==> src/rtl/hrc_pkg.sv <==
// Shared address map and sizes for the host register block.
// Assumes a 3-bit host address and a 40-bit result word.
package hrc_pkg;
    localparam int ADDR_W    = 3;
    localparam int RES_BYTES = 5;
    localparam int RES_W     = RES_BYTES * 8;

    typedef enum logic [ADDR_W-1:0] {
        A_CFG = 3'd0,
        A_DLO = 3'd1,
        A_DHI = 3'd2,
        A_RB0 = 3'd3,
        A_RB1 = 3'd4,
        A_RB2 = 3'd5,
        A_RB3 = 3'd6,
        A_RB4 = 3'd7
    } reg_addr_e;
endpackage

==> src/rtl/hrc_clkdiv.sv <==
// Divides the master clock by 2^(code+2) with 50% duty.
// Assumes code can change at any time; the counter bound uses >= so
// a shorter divide takes effect within one half period.
module hrc_clkdiv #(
    parameter int CODE_W = 3
) (
    input  logic              clk,
    input  logic              rst_n,
    input  logic [CODE_W-1:0] code,
    output logic              mod_clk
);
    localparam int MAX_HALF = 1 << (1 << CODE_W);
    localparam int CNT_W    = $clog2(MAX_HALF);

    logic [CNT_W-1:0] cnt_q;
    logic [CNT_W:0]   half;
    logic             at_end;

    // half period length in master cycles for the current code
    always_comb begin
        half   = {{CNT_W{1'b0}}, 1'b1} << (32'(code) + 1);
        at_end = ({1'b0, cnt_q} + 1'b1) >= half;
    end

    // counter and output toggle
    always_ff @(posedge clk) begin
        if (!rst_n) begin
            cnt_q   <= '0;
            mod_clk <= 1'b0;
        end else if (at_end) begin
            cnt_q   <= '0;
            mod_clk <= ~mod_clk;
        end else begin
            cnt_q   <= cnt_q + 1'b1;
        end
    end

    p_hold_mid_half_r3: assert property (@(posedge clk) disable iff (!rst_n)
        ($stable(code) && !at_end) |=> $stable(mod_clk));
    p_restart_count_r4: assert property (@(posedge clk) disable iff (!rst_n)
        at_end |=> (cnt_q == '0) && (mod_clk != $past(mod_clk)));
endmodule

==> src/rtl/hrc_regs.sv <==
// Configuration and decimation byte registers, with ratio clamping.
// Assumes one write strobe per cycle; result addresses are not writable.
module hrc_regs
    import hrc_pkg::*;
#(
    parameter int DEC_MAX = 8192
) (
    input  logic              clk,
    input  logic              rst_n,
    input  logic              wr,
    input  logic [ADDR_W-1:0] addr,
    input  logic [7:0]        wdata,
    output logic [6:0]        cfg_q,
    output logic [7:0]        dlo_q,
    output logic [7:0]        dhi_q,
    output logic [$clog2(DEC_MAX+1)-1:0] ratio
);
    localparam int RATIO_W = $clog2(DEC_MAX + 1);

    logic [15:0] raw;

    // byte register writes
    always_ff @(posedge clk) begin
        if (!rst_n) begin
            cfg_q <= '0;
            dlo_q <= '0;
            dhi_q <= '0;
        end else if (wr) begin
            case (addr)
                A_CFG:   cfg_q <= wdata[6:0];
                A_DLO:   dlo_q <= wdata;
                A_DHI:   dhi_q <= wdata;
                default: ;
            endcase
        end
    end

    // combine bytes and clamp into the legal ratio range
    always_comb begin
        raw = {dhi_q, dlo_q};
        if (raw == 16'd0)
            ratio = RATIO_W'(1);
        else if (raw > 16'(DEC_MAX))
            ratio = RATIO_W'(DEC_MAX);
        else
            ratio = raw[RATIO_W-1:0];
    end

    p_ratio_range_r5: assert property (@(posedge clk) disable iff (!rst_n)
        (ratio >= RATIO_W'(1)) && (32'(ratio) <= DEC_MAX));
    p_result_write_ignored_r9: assert property (@(posedge clk) disable iff (!rst_n)
        (wr && addr >= A_RB0) |=> ($stable(cfg_q) && $stable(dlo_q) && $stable(dhi_q)));
endmodule

==> src/rtl/hrc_result.sv <==
// Holds the filter result, a read snapshot and the ready flag.
// Assumes the host reads address 3 first and address 7 last.
module hrc_result
    import hrc_pkg::*;
(
    input  logic              clk,
    input  logic              rst_n,
    input  logic              load,
    input  logic [RES_W-1:0]  word,
    input  logic              rd,
    input  logic [ADDR_W-1:0] addr,
    output logic [7:0]        byte_o,
    output logic              ready
);
    logic [RES_W-1:0] res_q;
    logic [RES_W-1:0] snap_q;
    logic             rd_first;
    logic             rd_last;

    // decode the read strobes with side effects
    always_comb begin
        rd_first = rd && (addr == A_RB0);
        rd_last  = rd && (addr == A_RB4);
    end

    // capture the word, take the snapshot and track readiness
    always_ff @(posedge clk) begin
        if (!rst_n) begin
            res_q  <= '0;
            snap_q <= '0;
            ready  <= 1'b0;
        end else begin
            if (load)     res_q  <= word;
            if (rd_first) snap_q <= res_q;
            if (load)          ready <= 1'b1;
            else if (rd_last)  ready <= 1'b0;
        end
    end

    // byte 0 from the live word, higher bytes from the snapshot
    always_comb begin
        byte_o = '0;
        for (int b = 0; b < RES_BYTES; b++) begin
            if (32'(addr) == 32'(A_RB0) + b)
                byte_o = (b == 0) ? res_q[7:0] : snap_q[b*8 +: 8];
        end
    end

    p_load_capture_r6: assert property (@(posedge clk) disable iff (!rst_n)
        load |=> (res_q == $past(word)));
    p_snap_hold_r7: assert property (@(posedge clk) disable iff (!rst_n)
        !rd_first |=> $stable(snap_q));
    p_ready_set_r8: assert property (@(posedge clk) disable iff (!rst_n)
        load |=> ready);
    p_ready_clear_r8: assert property (@(posedge clk) disable iff (!rst_n)
        (rd_last && !load) |=> !ready);
endmodule

==> src/rtl/hrc_top.sv <==
// Host register and clock controller top: register file, clock divider,
// result readout and the read-data multiplexer.
// Assumes a single master clock domain and one-cycle host strobes.
module hrc_top
    import hrc_pkg::*;
#(
    parameter int CODE_W  = 3,
    parameter int DEC_MAX = 8192
) (
    input  logic              clk,
    input  logic              rst_n,
    input  logic [2:0]        host_addr,
    input  logic              host_wr,
    input  logic              host_rd,
    input  logic [7:0]        host_wdata,
    output logic [7:0]        host_rdata,
    input  logic              res_load,
    input  logic [39:0]       res_word,
    output logic [13:0]       dec_ratio,
    output logic              mod_clk,
    output logic              res_ready
);
    logic [6:0] cfg_q;
    logic [7:0] dlo_q;
    logic [7:0] dhi_q;
    logic [7:0] res_byte;

    hrc_regs #(.DEC_MAX(DEC_MAX)) u_regs (
        .clk(clk), .rst_n(rst_n), .wr(host_wr), .addr(host_addr),
        .wdata(host_wdata), .cfg_q(cfg_q), .dlo_q(dlo_q), .dhi_q(dhi_q),
        .ratio(dec_ratio)
    );

    hrc_clkdiv #(.CODE_W(CODE_W)) u_div (
        .clk(clk), .rst_n(rst_n), .code(cfg_q[CODE_W-1:0]), .mod_clk(mod_clk)
    );

    hrc_result u_res (
        .clk(clk), .rst_n(rst_n), .load(res_load), .word(res_word),
        .rd(host_rd), .addr(host_addr), .byte_o(res_byte), .ready(res_ready)
    );

    // read-data multiplexer
    always_comb begin
        case (host_addr)
            A_CFG:   host_rdata = {res_ready, cfg_q};
            A_DLO:   host_rdata = dlo_q;
            A_DHI:   host_rdata = dhi_q;
            default: host_rdata = res_byte;
        endcase
    end
endmodule

==> config.mk <==
export PLATFORM = sky130hd
export DESIGN_NAME = hrc_top
export DESIGN_NICKNAME = d
export VERILOG_FILES = /design/src/rtl/hrc_pkg.sv /design/src/rtl/hrc_clkdiv.sv /design/src/rtl/hrc_regs.sv /design/src/rtl/hrc_result.sv /design/src/rtl/hrc_top.sv
export SDC_FILE = /design/constraint.sdc
export NUM_CORES = 1
export LEC_CHECK = 0
export BUFFER_PORTS_ARGS = -buffer_cell sky130_fd_sc_hd__buf_4
export CAP_MARGIN = 20
export CORE_MARGIN = 3
export CORE_UTILIZATION = 54
export CTS_CLUSTER_DIAMETER = 30
export DETAILED_ROUTE_END_ITERATION = 8
export GPL_TIMING_DRIVEN = 0
export PLACE_DENSITY = 0.86
export SLEW_MARGIN = 10
export SYNTH_ARGS = -nofsm -noshare
export SYNTH_HDL_FRONTEND = slang
export SYNTH_HIERARCHICAL = 1
export SYNTH_SLANG_ARGS = --single-unit
==> constraint.sdc <==
create_clock -name clk -period 2.7 [get_ports clk]
set_input_delay 0.54 -clock clk [delete_from_list [all_inputs] [get_ports clk]]
set_output_delay 0.54 -clock clk [all_outputs]
set_load 0.005 [all_outputs]
==> metrics, run 1 <==
Top FF cell, synth=dfxtp_1; post-synthesis register bit count=105; status=complete, no violations; core area=0.00889 mm^2; Synth Area per Inst=9.42 um^2; multiplexer area fraction after synthesis=16.1%; worst setup path class=input pin to primary output; vias per cell=5.70; RSZ-0062 raised after global routing=false; Hold/Removal Path Class=input pin to flop; Pre-antenna DRT Iters=4; required time of the critical path=2.16 ns; antenna viol nets, final=0; max-slew violations=0; hold path depth=3; Post-Syn Instances=537; Fin. Hold Viols=0; Leakage=2.47 nW; Cell Rows=34; final global-route overflow total=0; vias=4209; DRT iter0 DRCs=197; H-tree levels=3; Worst Tran Pin Value=0.595 ns; HPWL after DPL=9120 um; delay-heaviest family, CP=compound AO/OA/AOI/OAI gates; Synth top area share=41.5%; register area share after synthesis=41.5%; Worst R2R Path Depth=9; largest net degree at the start of global routing=19; die width=103 um; crit share post-route=96.2%; Synth Warn #=6; worst-skew pair later-pin latency=0.38 ns; R2R Path Start=u_div/cnt_q[0]$_SDFF_PP0_; DP Worst Slack=0.0790 ns; CTS Buffer Depth=2; post-DR wirelength/cell=16.5 um; Reg clk slew, reported paths=0.10 ns; startpoint types=input pin; initial antenna violation count=0; share of cells above drive strength 1=22.7%; Post-synth EDFFs=0; Compound-Gate Fraction of Synth Area=12.0%; Commonest cells post-synth=dfxtp_1 (105), mux2i_1 (72), nor2b_1 (71); highest clock rate=0.385 GHz; Residual DRC=0; CP cell instances=buf_4 -> buf_8 -> nor2b_4 -> buf_6 -> a22o_1 -> a22o_1 -> a22oi_1 -> o21ai_0 -> buf_4; Cell Area, Synth=0.00506 mm^2; PwrDens=552 mW/mm^2; Synth Area in Simple Gates=22.1%; max incr delay on CP=0.25 ns; Distinct cells, synth=47; clock sinks=105; synth-to-layout area growth=19.4%; critical path's slowest cell=a22o_1; Routability Congestion=0.907; xor-xnor portion of the synthesized cell area=1.04%; vias in the first global route=3958; drt total wl=12200 um; DIE AREA=0.0106 mm^2; final net count=692; total CTS buffers=9; post-route clock skew=0.0121 ns; main combinational cell family by area after synthesis=simple AND/OR/NAND/NOR gates; # setup viols final=0; port buffer count=78; CP Max Fanout=10; worst path bufs/invs=4; largest area contributor in the netlist=dfxtp_1; CTS root buf=clkbuf_8; crit path DAT=2.06 ns; R2R Setup Slk=0.31 ns; post-synthesis adder-cell area fraction=2.47%; fraction of registers with async set/reset=0%; CTS tree=built; crit end category=primary output; Final min period=2.60 ns; hold endpoint=u_res/res_q[26]$_SDFFE_PN0P_; Mapped Nets=603; io pins=80; synth top area cells=dfxtp_1 (42%), mux2i_1 (14%), nor2b_1 (8.8%), o21ai_0 (4.6%), nand3_1 (4.3%); Setup TNS Final=0 ns; GRT Util Overall=23.5%; Max-Slew Margin vs Limit=60.2%; diode count=0; hold_sp=res_word[26]; most frequent cell after synthesis=dfxtp_1; Final WS setup=0.102 ns; max-cap violations=0; VDD IR-drop max=0.527 mV; initial core utilization=56.9%; Die H=103 um; first-pass GRT wire length=19500 um; FF-to-FF End=u_div/cnt_q[4]$_SDFF_PP0_
final cells by class:
cell class                      instances  area [um^2]
Timing Repair Buffer                   78          586
Tap cell                              108          135
Sequential cell                       105         2100
Fill cell                             699         2850
Multi-Input combinational cell        390         2740
Clock inverter                          5         93.8
Buffer                                 38          223
Inverter                                4         15.0
Clock buffer                           11          151
power breakdown:
group / total, mW / leakage (nW) / switching [mW] / internal (mW)
Combinational: 0.507 / 1.49 / 0.253 / 0.254
Sequential: 1.67 / 0.856 / 0.0496 / 1.62
Clock: 1.16 / 0.126 / 0.570 / 0.593
Total: 3.34 / 2.47 / 0.873 / 2.46
placed cells by master, fill, tap and decap left out, types with 11 or more instances in the layout:
cell / count
buf_4: 81
o21ai_0: 47
buf_2: 15
nand3_1: 43
a22oi_1: 14
mux2i_1: 72
nor2_1: 16
a22o_1: 16
clkbuf_8: 11
dfxtp_1: 105
nand2_1: 44
nor2b_1: 71
cell families after synthesis:
family                     Yosys count
other                                1
and+or+nand+nor                    202
adders and majority gates           10
AOI/OAI and AO/OA                   91
DFF                                105
buffers and inverters               42
muxes                               80
xor gates and xnor gates             6
registers in the layout (all words and copies together) (netlist names):
signal	flops
u_regs/cfg_q	7
u_res/ready	1
u_regs/dhi_q	8
u_res/snap_q	32
u_res/res_q	40
u_div/cnt_q	8
u_regs/dlo_q	8
u_div/mod_clk	1
layer usage:
metal / up-vias / global-route usage, % / part of all wire, %
li1: 2067 / - / -
met1: 1987 / 30.2 / 43
met2: 140 / 40.5 / 49
met3: 15 / 4.67 / 5.8
met4: 0 / 5.88 / 1.6
met5: - / 0 / 0
what timing repair did:
action / 4_1_cts / 5_1_grt
endpoints found under the setup margin: 0 / 6
resized for setup: 0 / 5
buffers inserted: 0 / 0
hold buffers: 0 / 0
worst min-delay path: stages:
cell	delay, ns
buf_4	0.08
mux2i_1	0.05
nor2b_1	0.09
worst max path at each step:
stage | cells past startpoint | from | slack (ns) | endpoint
2_1_floorplan | 9 | u_div/cnt_q[0]$_SDFF_PP0_ | 0.55 | u_div/mod_clk$_SDFFE_PN0P_
3_3_place_gp | 8 | host_addr[0] | 0.14 | host_rdata[2]
3_5_place_dp | 8 | host_addr[0] | 0.08 | host_rdata[2]
4_1_cts | 8 | host_addr[0] | 0.05 | host_rdata[3]
5_1_grt | 9 | host_addr[1] | 0.02 | host_rdata[3]
6_report | 9 | host_addr[1] | 0.10 | host_rdata[6]
per-stage QoR:
stage	cells	area (um^2)	utilization, %	total power [mW]	hold slack [ns]
after floorplan	537	5060	-	2.02	0.428
after global placement	723	5780	65.0	2.18	0.444
after detailed placement	723	5780	65.0	2.20	0.449
after CTS	739	6030	67.8	3.35	0.401
after global routing	739	6040	68.0	3.48	0.401
final	739	6040	68.0	3.34	0.416
Power figures use the tool's default switching activity.
==> inputs of run 2 (changes only) <==
CTS_BUF_LIST = sky130_fd_sc_hd__clkbuf_8   (was default)
MAX_ROUTING_LAYER = met4   (was default)
==> run 2 against run 1 <==
  * Combinational power down 1%
  * Die area unchanged
  * Critical path depth unchanged
  * Sequential power about the same
  * Final area down 0.89%
  * Fmax up 0.15%
  * Hold slack worse by 0.014 ns
  * Largest power group unchanged
  * Register-to-register slack worse by 0.13 ns
  * Critical path type unchanged
  * Wire length down 1.3%
  * Clock-buffer cell count down 1
  * Total power down 5.4%
  * Clock power down 15%
  * Highest routed layer unchanged
==> metrics, run 2 (synthesized netlist as in run 1, its figures left out) <==
port buffer count=78; top flop regs=u_res/res_q: 40 flops, u_res/snap_q: 32 flops; Die H=103 um; H-tree levels=3; vias in the first global route=4122; share of cells above drive strength 1=22.3%; crit path DAT=2.05 ns; core area=0.00889 mm^2; post-DR wirelength/cell=16.3 um; die width=103 um; Leakage=2.44 nW; io pins=80; first-pass GRT wire length=19700 um; vias=4239; diode count=0; Largest Register=u_res/res_q; Pre-antenna DRT Iters=5; Fin. Hold Viols=0; Cell Rows=34; post-route clock skew=0.0145 ns; total CTS buffers=9; worst path bufs/invs=4; crit end category=primary output; # setup viols final=0; Final min period=2.59 ns; initial core utilization=56.9%; CTS Buffer Depth=2; CP Max Fanout=10; clock sinks=105; max-cap violations=0; DRT iter0 DRCs=156; CP cell instances=buf_4 -> buf_8 -> nor2b_4 -> buf_6 -> a22o_1 -> a22o_1 -> a22oi_1 -> o21ai_0 -> buf_4; startpoint types=input pin; GRT Util Overall=24.4%; post-CTS setup buffers=0; Final WS setup=0.106 ns; HPWL after DPL=9140 um; Largest register FFs=40; max-slew violations=0; Post-Place Cells=723; largest net degree at the start of global routing=21; vias per cell=5.74; Hold/Removal Path Class=input pin to flop; max incr delay on CP=0.24 ns; Util after Layout=67.4%; DP Worst Slack=-0.00513 ns; Worst Tran Pin Value=0.558 ns; DIE AREA=0.0106 mm^2; PwrDens=527 mW/mm^2; crit share post-route=96.1%; FILL cells=725; highest clock rate=0.385 GHz; status=complete, no violations; Routability Congestion=0.936; CTS tree=built; drt total wl=12000 um; Non-Filler Instances=739; Reg clk slew, reported paths=0.12 ns; delay-heaviest family, CP=compound AO/OA/AOI/OAI gates; Residual DRC=0; final global-route overflow total=0; CTS root buf=clkbuf_8; required time of the critical path=2.16 ns; RSZ-0062 raised after global routing=false; synth-to-layout area growth=18.3%; most common cell after layout, fill and taps aside=dfxtp_1; worst setup path class=input pin to primary output; VDD IR-drop max=0.321 mV; Setup TNS Final=0 ns; initial antenna violation count=0; worst-skew pair later-pin latency=0.38 ns; antenna viol nets, final=0; critical path's slowest cell=a22o_1; commonest non-fill, non-tap cells in the layout=dfxtp_1 (105), buf_4 (81), mux2i_1 (72); Max-Slew Margin vs Limit=62.7%; final net count=692
run 2: cell count changes in the layout (fill, tap and decap cells not counted), sizes merged:
cell,delta
bufinv,-2
clkbuf,-1
clkinv,+2
inv,+1
run 2: tightest hold or removal path: stages:
cell,delay (ns)
buf_4,0.08
mux2i_1,0.05
nor2b_1,0.09
run 2: metal layers:
layer,GRT usage (%),wire length [um],up-vias
met5,-,0,-
met4,7.47,255,0
met3,4.74,594,22
met2,40.4,6010,140
met1,30.2,5190,2004
li1,-,-,2073
run 2: final cells by class:
cell class	instances	area (um^2)	area share (%)
flip-flops and latches	105	2100	35.1
inverters	4	15.0	0.251
well taps	108	135	2.26
clock inverters	6	65.1	1.09
multi-input cells	390	2730	45.5
repair buffers	78	586	9.78
clock buffers	10	138	2.30
plain buffers	38	223	3.72
run 2: path summary, 6_finish.rpt:
kind / cells after the start / slack [ns] / end / start
worst max-delay path: 9 / 0.11 / host_rdata[6] / host_addr[1]
worst min-delay path: 3 / 0.40 / u_res/res_q[34]$_SDFFE_PN0P_ / res_word[34]
worst max register to register: 9 / 0.18 / u_div/cnt_q[2]$_SDFF_PP0_ / u_div/cnt_q[0]$_SDFF_PP0_
worst min register to register: 2 / 0.46 / u_res/snap_q[32]$_SDFFE_PN0P_ / u_res/res_q[32]$_SDFFE_PN0P_
run 2: repair_timing:
action,in CTS,in global routing
pin swaps,0,0
endpoints found under the setup margin,1,1
hold buffers,0,0
resized for setup,1,1
run 2: where the power goes:
group	total, mW	internal, mW	switching (mW)
clock network	0.986	0.390	0.596
logic	0.502	0.253	0.250
registers	1.67	1.62	0.0491
run 2: through the flow:
stage | hold slack, ns | power, mW | area, um^2
3_5_place_dp | 0.450 | 2.20 | 5780
3_3_place_gp | 0.446 | 2.18 | 5780
4_1_cts | 0.397 | 3.17 | 5980
5_1_grt | 0.406 | 3.29 | 5990
2_1_floorplan | 0.428 | 2.02 | 5060
6_report | 0.403 | 3.16 | 5990
==> inputs of run 3 (changes only) <==
SETUP_SLACK_MARGIN = 0.15   (was default)
==> run 3 against run 2 <==
  * Sequential share of layout area down 0.82 points
  * Sequential power about the same
  * Hold slack better by 0.0022 ns
  * Critical path type unchanged
  * Highest routed layer unchanged
==> metrics, run 3 (synthesized netlist as in run 1, its figures left out) <==
Die H=103 um; vias=4249; max-slew violations=0; DRT iter0 DRCs=151; drt total wl=12200 um; CP Max Fanout=8; vias in the first global route=4106; DIE AREA=0.0106 mm^2; final global-route overflow total=0; first-pass GRT wire length=19700 um; crit end category=primary output; highest clock rate=0.402 GHz; Leakage=2.49 nW; Hold/Removal Path Class=input pin to flop; Fin. Hold Viols=0; worst setup path class=input pin to primary output; Cell Int Power=2.28 mW; Residual DRC=0; GRT Util Overall=24.4%; critical path's slowest cell=a22o_1; CTS Buffer Depth=2; die width=103 um; vias per cell=5.71; Largest Register=u_res/res_q; met3 global-route usage=4.74%; VDD IR-drop max=0.321 mV; Worst Tran Pin Value=0.596 ns; Non-Filler Instances=744; Global Route met1 Usage=30.2%; diode count=0; initial core utilization=56.9%; post-DR wirelength/cell=16.4 um; Total Power=3.19 mW; Pre-antenna DRT Iters=4; PwrDens=520 mW/mm^2; Sw Pwr=905 uW; H-tree levels=3; Switching Fraction=28.4%; clock network fraction of total power=31.0%; Final min period=2.49 ns; clock sinks=105; io pins=80; port buffer count=78; startpoint types=input pin; GRT Max-Usage Layer=met2; max-cap violations=0; final net count=697; CTS tree=built; R2R Setup Slk=0.32 ns; HPWL after DPL=9140 um; Final WS setup=0.211 ns; status=complete, no violations; crit path DAT=1.95 ns; Routability Congestion=0.936; design area=0.00613 mm^2; Largest register FFs=40; required time of the critical path=2.16 ns; Post-DP Area=0.00578 mm^2; Post-Place Cells=723; largest net degree at the start of global routing=21; worst-skew pair later-pin latency=0.38 ns; max incr delay on CP=0.23 ns; CP cell instances=buf_12 -> buf_12 -> nor2b_4 -> buf_6 -> a22o_1 -> a22o_1 -> a22oi_1 -> o21ai_1 -> buf_4; commonest non-fill, non-tap cells in the layout=dfxtp_1 (105), buf_4 (84), mux2i_1 (71); CTS root buf=clkbuf_8; Cell Rows=34; combinational fraction of design power=16.7%; top flop regs=u_res/res_q: 40 flops, u_res/snap_q: 32 flops; core area=0.00889 mm^2; synth-to-layout area growth=21.2%; post-route clock skew=0.0131 ns; initial antenna violation count=0; Fin Hold WS=0.405 ns; RSZ-0062 raised after global routing=false; delay-heaviest family, CP=compound AO/OA/AOI/OAI gates; Setup TNS Final=0 ns; worst path bufs/invs=4; Reg clk slew, reported paths=0.12 ns; Sequential Power Share=52.3%; Max-Slew Margin vs Limit=60.1%; DP Worst Slack=-0.00513 ns; total CTS buffers=9; GR Util met2=40.6%; antenna viol nets, final=0; share of cells above drive strength 1=24.4%; most common cell after layout, fill and taps aside=dfxtp_1; # setup viols final=0; crit share post-route=92.2%; Util after Layout=69.0%
run 3: layer usage:
metal | routed length, um | vias to the layer above
li1 | - | 2077
met1 | 5210 | 2007
met2 | 6110 | 144
met3 | 640 | 21
met4 | 249 | 0
met5 | 0 | -
run 3: layout make-up:
class                   instances  area, um^2
plain buffers                  38         243
clock buffers                  10         138
clock inverters                 6        65.1
fillers                       699        2760
inverters                       4        15.0
multi-input cells             390        2790
flip-flops and latches        105        2100
well taps                     108         135
repair buffers                 83         647
run 3: power by group through the flow:
stage,combinational [mW],sequential [mW],clock (mW)
2_1_floorplan,0.329,1.69,0
3_3_place_gp,0.480,1.70,0
3_5_place_dp,0.501,1.70,0
4_1_cts,0.504,1.67,1.00
5_1_grt,0.588,1.68,1.06
6_report,0.532,1.67,0.987
run 3: repair_timing:
action | 4_1_cts | 5_1_grt
pin swaps | 1 | 9
buffers inserted | 0 | 5
endpoints found under the setup margin | 4 | 17
resized for setup | 5 | 35
cloned | 0 | 0
hold buffers | 0 | 0
run 3: final timing paths:
check,start,end,depth (start not counted)
min,res_word[34],u_res/res_q[34]$_SDFFE_PN0P_,3
max,host_addr[1],host_rdata[2],9
min reg2reg,u_res/res_q[27]$_SDFFE_PN0P_,u_res/snap_q[27]$_SDFFE_PN0P_,2
max reg2reg,u_div/cnt_q[0]$_SDFF_PP0_,u_div/mod_clk$_SDFFE_PN0P_,9
run 3: worst register-to-register path, delay by kind of cell, from the launching register on:
family | cells | cell delay, ns
xor gates and xnor gates | 1 | 0.24
AOI/OAI and AO/OA | 3 | 0.69
muxes | 1 | 0.14
and+or+nand+nor | 2 | 0.32
DFF | 1 | 0.40
adders and majority gates | 2 | 0.48
